===== config.mk =====
export PLATFORM = sky130hd
export DESIGN_NAME = bsplit_top
export DESIGN_NICKNAME = d
export VERILOG_FILES = /design/src/rtl/bsplit_pkg.sv /design/src/rtl/bsplit_align.sv /design/src/rtl/bsplit_chunk.sv /design/src/rtl/bsplit_seq.sv /design/src/rtl/bsplit_top.sv
export SDC_FILE = /design/constraint.sdc
export NUM_CORES = 1
export LEC_CHECK = 0
export ABC_AREA = 1
export BUFFER_PORTS_ARGS = -buffer_cell sky130_fd_sc_hd__buf_2
export CAP_MARGIN = 20
export CORE_AREA = 5 5 83 142
export DETAILED_ROUTE_END_ITERATION = 6
export DIE_AREA = 0 0 88 147
export GPL_ROUTABILITY_DRIVEN = 0
export PLACE_DENSITY_LB_ADDON = 0.1
export SYNTH_ARGS = -nofsm -noshare
export SYNTH_HDL_FRONTEND = slang
export SYNTH_HIERARCHICAL = 1
export SYNTH_SLANG_ARGS = --single-unit

===== constraint.sdc =====
create_clock -name clk -period 4.6 [get_ports clk]
set_input_delay 0.69 -clock clk [delete_from_list [all_inputs] [get_ports clk]]
set_output_delay 0.69 -clock clk [all_outputs]
set_load 0.005 [all_outputs]

===== src/rtl/bsplit_pkg.sv =====
package bsplit_pkg;

  localparam logic [2:0] SZ_BYTE  = 3'd0;
  localparam logic [2:0] SZ_HALF  = 3'd1;
  localparam logic [2:0] SZ_WORD  = 3'd2;
  localparam logic [2:0] SZ_DWORD = 3'd3;
  localparam logic [2:0] SZ_TWORD = 3'd4;
  localparam logic [2:0] SZ_QWORD = 3'd5;

  localparam logic [1:0] WD_8  = 2'd0;
  localparam logic [1:0] WD_16 = 2'd1;
  localparam logic [1:0] WD_32 = 2'd2;

  // Remaining-byte counter width: a quad word is 16 bytes.
  localparam int REM_W = 5;

  typedef enum logic [0:0] {
    ST_IDLE  = 1'b0,
    ST_BURST = 1'b1
  } seq_state_e;

  // Bytes moved by an access of the given size code; 0 for an unused code.
  function automatic logic [REM_W-1:0] size_bytes(input logic [2:0] sz);
    case (sz)
      SZ_BYTE:  return REM_W'(1);
      SZ_HALF:  return REM_W'(2);
      SZ_WORD:  return REM_W'(4);
      SZ_DWORD: return REM_W'(8);
      SZ_TWORD: return REM_W'(12);
      SZ_QWORD: return REM_W'(16);
      default:  return REM_W'(0);
    endcase
  endfunction

  // Alignment legality of a start address, judged on its four low bits.
  function automatic logic align_ok(input logic [3:0] lo,
                                    input logic [2:0] sz,
                                    input logic [1:0] wd);
    logic wide_bus;
    wide_bus = (wd == WD_32);
    if (wd == 2'd3) return 1'b0;
    case (sz)
      SZ_BYTE:  return 1'b1;
      SZ_HALF:  return (lo[0] == 1'b0);
      SZ_WORD:  return (lo[1:0] == 2'b00);
      SZ_DWORD: return (lo[1:0] == 2'b00) && (!wide_bus || (lo[2] == 1'b0));
      SZ_TWORD,
      SZ_QWORD: return (lo[1:0] == 2'b00) && (!wide_bus || (lo[3:2] == 2'b00));
      default:  return 1'b0;
    endcase
  endfunction

endpackage


===== src/rtl/bsplit_align.sv =====
module bsplit_align
  import bsplit_pkg::*;
(
  input  logic [3:0]       addr_lo_i,
  input  logic [2:0]       size_i,
  input  logic [1:0]       width_i,
  output logic             legal_o,
  output logic [REM_W-1:0] nbytes_o
);

  always_comb begin
    nbytes_o = size_bytes(size_i);
    legal_o  = align_ok(addr_lo_i, size_i, width_i) && (nbytes_o != '0);
  end

endmodule


===== src/rtl/bsplit_chunk.sv =====
module bsplit_chunk
  import bsplit_pkg::*;
#(
  parameter int MAX_BEATS = 4,
  parameter int BEAT_W    = $clog2(MAX_BEATS + 1)
) (
  input  logic [REM_W-1:0]  rem_i,
  input  logic [1:0]        width_i,
  output logic [REM_W-1:0]  bytes_o,
  output logic [BEAT_W-1:0] beats_o,
  output logic              last_o
);

  // Bytes per beat is a power of two picked by the width code, so the
  // ceiling division below is an add and a shift.
  always_comb begin
    int r;
    int cap;
    int b;
    r       = int'(rem_i);
    cap     = MAX_BEATS << width_i;
    b       = (r < cap) ? r : cap;
    bytes_o = REM_W'(b);
    beats_o = BEAT_W'((b + (1 << width_i) - 1) >> width_i);
    last_o  = (b == r);
  end

endmodule


===== src/rtl/bsplit_seq.sv =====
module bsplit_seq
  import bsplit_pkg::*;
#(
  parameter int ADDR_W    = 32,
  parameter int MAX_BEATS = 4,
  parameter int BEAT_W    = $clog2(MAX_BEATS + 1)
) (
  input  logic              clk,
  input  logic              rst_n,
  input  logic              req_valid_i,
  output logic              req_ready_o,
  input  logic [ADDR_W-1:0] req_addr_i,
  input  logic [1:0]        req_width_i,
  input  logic              req_legal_i,
  input  logic [REM_W-1:0]  req_nbytes_i,
  output logic [REM_W-1:0]  rem_o,
  output logic [1:0]        width_o,
  input  logic [REM_W-1:0]  chunk_bytes_i,
  input  logic [BEAT_W-1:0] chunk_beats_i,
  input  logic              chunk_last_i,
  output logic              brst_valid_o,
  input  logic              brst_ready_i,
  output logic [ADDR_W-1:0] brst_addr_o,
  output logic [BEAT_W-1:0] brst_beats_o,
  output logic              done_o,
  output logic              err_o
);

  seq_state_e        state_q;
  logic [ADDR_W-1:0] addr_q;
  logic [REM_W-1:0]  rem_q;
  logic [1:0]        wd_q;
  logic              done_q;
  logic              err_q;

  // Named events for the checks below.
  logic req_fire;
  logic accept_good;
  logic accept_bad;
  logic burst_fire;
  logic last_fire;

  assign req_ready_o  = (state_q == ST_IDLE);
  assign req_fire     = req_valid_i && req_ready_o;
  assign accept_good  = req_fire && req_legal_i;
  assign accept_bad   = req_fire && !req_legal_i;
  assign brst_valid_o = (state_q == ST_BURST);
  assign burst_fire   = brst_valid_o && brst_ready_i;
  assign last_fire    = burst_fire && chunk_last_i;

  assign brst_addr_o  = addr_q;
  assign brst_beats_o = chunk_beats_i;
  assign rem_o        = rem_q;
  assign width_o      = wd_q;
  assign done_o       = done_q;
  assign err_o        = err_q;

  always_ff @(posedge clk or negedge rst_n) begin
    if (!rst_n) begin
      state_q <= ST_IDLE;
      addr_q  <= '0;
      rem_q   <= '0;
      wd_q    <= WD_8;
      done_q  <= 1'b0;
      err_q   <= 1'b0;
    end else begin
      done_q <= 1'b0;
      err_q  <= accept_bad;
      case (state_q)
        ST_IDLE: begin
          if (accept_good) begin
            addr_q  <= req_addr_i;
            rem_q   <= req_nbytes_i;
            wd_q    <= req_width_i;
            state_q <= ST_BURST;
          end
        end
        ST_BURST: begin
          if (burst_fire) begin
            addr_q <= addr_q + ADDR_W'(chunk_bytes_i);
            rem_q  <= rem_q - chunk_bytes_i;
            if (chunk_last_i) begin
              state_q <= ST_IDLE;
              done_q  <= 1'b1;
            end
          end
        end
        default: state_q <= ST_IDLE;
      endcase
    end
  end

  // transfer count of a presented burst lies in 1..MAX_BEATS.
  p_beats_cap_r2: assert property (@(posedge clk) disable iff (!rst_n)
    brst_valid_o |-> (brst_beats_o != '0) && (int'(brst_beats_o) <= MAX_BEATS));

  // a non-final handoff advances the address by the bytes moved.
  p_addr_step_r3: assert property (@(posedge clk) disable iff (!rst_n)
    (burst_fire && !chunk_last_i) |=>
      (brst_valid_o && brst_addr_o == $past(brst_addr_o) + ADDR_W'($past(chunk_bytes_i))));

  // a legal request yields its first burst at its own address next cycle.
  p_first_burst_r4: assert property (@(posedge clk) disable iff (!rst_n)
    accept_good |=> (brst_valid_o && brst_addr_o == $past(req_addr_i)));

  // a rejected request pulses err and opens no burst.
  p_reject_r7: assert property (@(posedge clk) disable iff (!rst_n)
    accept_bad |=> (err_o && !brst_valid_o && !done_o));

  // completion only follows the handoff of a final burst.
  p_done_after_last_r8: assert property (@(posedge clk) disable iff (!rst_n)
    done_o |-> ($past(last_fire) && req_ready_o));

  // no new request while a sequence has bursts left.
  p_busy_r9: assert property (@(posedge clk) disable iff (!rst_n)
    (burst_fire && !chunk_last_i) |=> !req_ready_o);

  // a stalled burst keeps its descriptor.
  p_hold_r10: assert property (@(posedge clk) disable iff (!rst_n)
    (brst_valid_o && !brst_ready_i) |=>
      (brst_valid_o && $stable(brst_addr_o) && $stable(brst_beats_o)));

endmodule


===== src/rtl/bsplit_top.sv =====
module bsplit_top
  import bsplit_pkg::*;
#(
  parameter int ADDR_W    = 32,
  parameter int MAX_BEATS = 4,
  localparam int BEAT_W   = $clog2(MAX_BEATS + 1)
) (
  input  logic              clk,
  input  logic              rst_n,
  input  logic              req_valid_i,
  output logic              req_ready_o,
  input  logic [ADDR_W-1:0] req_addr_i,
  input  logic [2:0]        req_size_i,
  input  logic [1:0]        req_width_i,
  output logic              brst_valid_o,
  input  logic              brst_ready_i,
  output logic [ADDR_W-1:0] brst_addr_o,
  output logic [BEAT_W-1:0] brst_beats_o,
  output logic              done_o,
  output logic              err_o
);

  logic             req_legal;
  logic [REM_W-1:0] req_nbytes;
  logic [REM_W-1:0] rem;
  logic [1:0]       width_q;
  logic [REM_W-1:0] chunk_bytes;
  logic [BEAT_W-1:0] chunk_beats;
  logic             chunk_last;

  bsplit_align u_align (
    .addr_lo_i (req_addr_i[3:0]),
    .size_i    (req_size_i),
    .width_i   (req_width_i),
    .legal_o   (req_legal),
    .nbytes_o  (req_nbytes)
  );

  bsplit_chunk #(
    .MAX_BEATS (MAX_BEATS),
    .BEAT_W    (BEAT_W)
  ) u_chunk (
    .rem_i     (rem),
    .width_i   (width_q),
    .bytes_o   (chunk_bytes),
    .beats_o   (chunk_beats),
    .last_o    (chunk_last)
  );

  bsplit_seq #(
    .ADDR_W    (ADDR_W),
    .MAX_BEATS (MAX_BEATS),
    .BEAT_W    (BEAT_W)
  ) u_seq (
    .clk           (clk),
    .rst_n         (rst_n),
    .req_valid_i   (req_valid_i),
    .req_ready_o   (req_ready_o),
    .req_addr_i    (req_addr_i),
    .req_width_i   (req_width_i),
    .req_legal_i   (req_legal),
    .req_nbytes_i  (req_nbytes),
    .rem_o         (rem),
    .width_o       (width_q),
    .chunk_bytes_i (chunk_bytes),
    .chunk_beats_i (chunk_beats),
    .chunk_last_i  (chunk_last),
    .brst_valid_o  (brst_valid_o),
    .brst_ready_i  (brst_ready_i),
    .brst_addr_o   (brst_addr_o),
    .brst_beats_o  (brst_beats_o),
    .done_o        (done_o),
    .err_o         (err_o)
  );

endmodule


==> results.sh <==
export IMPL_p_leak_nw=2.49
export IMPL_chipHeight_um=147
export IMPL_ys_seq_area_frac=0.258
export IMPL_slew_headroom=0.552
export IMPL_syn_nets=726
export IMPL_port_buffers=79
export IMPL_power_frac_comb=0.714
export IMPL_synth_cells=664
export IMPL_synth_top_cell_area_share=0.258
export IMPL_drtPass1Iterations=6
export IMPL_dp_cells=853
export IMPL_status="complete, no violations"
export IMPL_via_per_inst=5.05
export IMPL_ant_nets=0
export IMPL_crit_path_end_kind="output pin"
export IMPL_setup_viol=0
export IMPL_clk_pin_slew_ns=0.07
export IMPL_synth_edf_count=0
export IMPL_hold_viol_final=0
export IMPL_clkPwrFrac=0.090
export IMPL_layout_drive_gt1_share=0.178
export IMPL_crit_path_start_kind="register"
export IMPL_start_util=0.386
export IMPL_async_reset_ff_frac=1.00
export IMPL_dieArea_um2=12900
export IMPL_seq_power_share=0.196
export IMPL_cts_tree="built"
export IMPL_holdWs_ns=0.273
export IMPL_clkLatencyLatePin_ns=0.29
export IMPL_antenna_cells=0
export IMPL_fmax_ghz=0.237
export IMPL_synthTopCellsByCount="nand2_1 (227), nor2_1 (91), inv_1 (79)"
export IMPL_ys_warn_count=6
export IMPL_total_power_w=0.00419
export IMPL_hp_class="primary input to asynchronous set/reset pin"
export IMPL_post_drt_wl_per_cell_um=15.0
export IMPL_netlist_cell_type_count=36
export IMPL_rsz0062_at_grt="no"
export IMPL_fin_skew_ns=0.00909
export IMPL_ir_worst_vdd_uv=560
export IMPL_finalMaxSlewViolations=0
export IMPL_slowest_stage="dfrtp_1"
export IMPL_path_cells="inv_1 > nand2_1 > ha_1 > nand2_1 > nand2_1 > nand2_2 > nand2_4 > inv_2 > nand2_1 > ha_1 > inv_1 > ha_1 > fa_1 > xnor2_1 > nand2_1 > o21ai_0 > o21ai_1 > inv_1 > nand2_1 > buf_2"
export IMPL_crit_top_cell="nand2_1"
export IMPL_totalWireLength_um=12900
export IMPL_grt_max_degree=58
export IMPL_rrSetupSlack_ns=1.29
export IMPL_ys_seq_elements=42
export IMPL_switchingPower_w=0.00232
export IMPL_switching_share=0.554
export IMPL_globalRouteTotalUtil=0.205
export IMPL_antenna_found_initial=0
export IMPL_row_count=50
export IMPL_powerDensity_nw_per_um2=899
export IMPL_synth_most_common_cell="nand2_1"
export IMPL_worst_slew_pin_slew_ns=0.671
export IMPL_crit_required_ns=3.91
export IMPL_io_pins=80
export IMPL_grt_pass1_wl_um=20900
export IMPL_die_w_um=88
export IMPL_ys_flop_type="dfrtp_1"
export IMPL_grt_ovfl_total=0
export IMPL_syn2layout_area_growth_pct=14.4
export IMPL_dr_total_vias=4354
export IMPL_finalCritPeriodShare=0.917
export IMPL_arrival_ns=3.53
export IMPL_layoutNonFillerInstCount=862
export IMPL_layout_nets=793
export IMPL_dp_hpwl_um=10100
export IMPL_drt_iter0_drc=194
export IMPL_cts_max_path_buffers=2
export IMPL_dp_slack_ns=0.661
export IMPL_ctsHoldBuffers=0
export IMPL_core_um2=10600
export IMPL_ctsResizeCount=0
export IMPL_synth_area_per_cell_um2=6.14
export IMPL_yosys_area_top_type="dfrtp_1"
export IMPL_synth_area_um2=4080
export IMPL_clockRootBuffer="clkbuf_16"
export IMPL_critPathKind="register to output pin"
export IMPL_min_period_ns=4.22
export IMPL_grt_pass1_vias=4313
export IMPL_crit_fanout=8
export IMPL_cts_sinks=42
export IMPL_drc=0
export IMPL_synth_area_leaders="dfrtp_1 (26%), nand2_1 (21%), nor2_1 (8.4%), inv_1 (7.3%), nand3_1 (6.3%)"
export IMPL_slowest_delay_ns=0.44
export IMPL_setup_tns_ns=0
export IMPL_cts_setup_buffers=0
export IMPL_cts_htree_levels=2
export IMPL_cts_buffers=5
export IMPL_worst_slack_ns=0.384
export IMPL_cellInternalPower_w=0.00187
export IMPL_cap_violations=0
worst paths after layout:
kind,depth (start not counted),endpoint,startpoint
hold / removal,1,u_seq/brst_addr_o[31],rst_n
min in group clk,2,u_seq/brst_addr_o[31],u_seq/brst_addr_o[31]
setup reg to reg,20,u_seq/brst_addr_o[6],u_seq/width_o[0]
hold reg to reg,2,u_seq/brst_addr_o[31],u_seq/brst_addr_o[31]
setup / recovery,20,brst_beats_o[2],u_seq/width_o[0]
max in group asynchronous,2,u_seq/brst_addr_o[4],rst_n
cells in the final DEF, fill, tap and decap left out, drive strengths merged:
| cell type | n |
|---|---|
| clkinvlp | 1 |
| nand2 | 245 |
| dfrtp | 42 |
| a31oi | 3 |
| a21boi | 1 |
| nand3b | 10 |
| clkinv | 1 |
| nor2 | 99 |
| clkbuf | 6 |
| xnor2 | 4 |
| buf | 81 |
| nand4 | 6 |
| o21ai | 42 |
| a2bb2oi | 1 |
| a21oi | 16 |
| mux2 | 2 |
| and2 | 1 |
| ha | 18 |
| o21bai | 2 |
| fa | 3 |
| o211ai | 2 |
| inv | 84 |
| a22oi | 1 |
| nor3 | 1 |
| nand3 | 54 |
| xor2 | 2 |
| o22ai | 4 |
layer usage:
metal,vias to the layer above,global-route usage,routed length [µm]
met1,2030,0.206,4580
met3,24,0.0213,372
li1,2215,-,-
met4,0,0.0776,385
met5,-,0,0
met2,85,0.410,7560
cell families (layout without fill, tap and decap cells):
logic type | Yosys count | after routing | share of synthesized area
multiplexers | 2 | 2 | 0.00552
XOR/XNOR | 6 | 6 | 0.0129
flip-flops | 42 | 42 | 0.258
buffers and inverters | 105 | 173 | 0.114
AND/OR/NAND/NOR | 416 | 416 | 0.442
adder cells (fa/ha/maj) | 21 | 21 | 0.0699
AO/OA/AOI/OAI | 72 | 72 | 0.0978
layout make-up:
cell class	count	area [µm²]
Clock buffer	6	139
Clock inverter	2	12.5
Fill cell	1210	5910
Inverter	84	315
Multi-Input combinational cell	517	2560
Sequential cell	42	1050
Tap cell	130	163
Timing Repair Buffer	81	423
stage by stage:
stage                     utilization  area [µm²]
after floorplan                     -        4080
after global placement          0.425        4500
after detailed placement        0.425        4500
after CTS                       0.440        4650
after global routing            0.441        4670
final                           0.441        4670
flip-flops by register name, summed over array words and instances, names as in the netlist:
register and flops:
u_seq/rem_o 5, u_seq/err_o 1, u_seq/brst_addr_o 32, u_seq/brst_valid_o 1
u_seq/done_o 1, u_seq/width_o 2
worst max-delay path, delay by kind of cell (launching register included):
family	cells	cell delay [ns]
fa+ha+maj	4	1.27
simple gates	8	0.67
flops	1	0.44
buf+inv	5	0.39
compound gates	2	0.30
xor+xnor	1	0.16
power by group through the flow:
stage / Combinational, W / Sequential (W) / Clock (W)
floorplan: 0.00234 / 0.000760 / 0
global placement: 0.00293 / 0.000828 / 0
detailed placement: 0.00300 / 0.000835 / 0
CTS: 0.00301 / 0.000831 / 0.000389
global route: 0.00345 / 0.000863 / 0.000398
finish: 0.00300 / 0.000822 / 0.000376
Power figures use the tool's default switching activity.
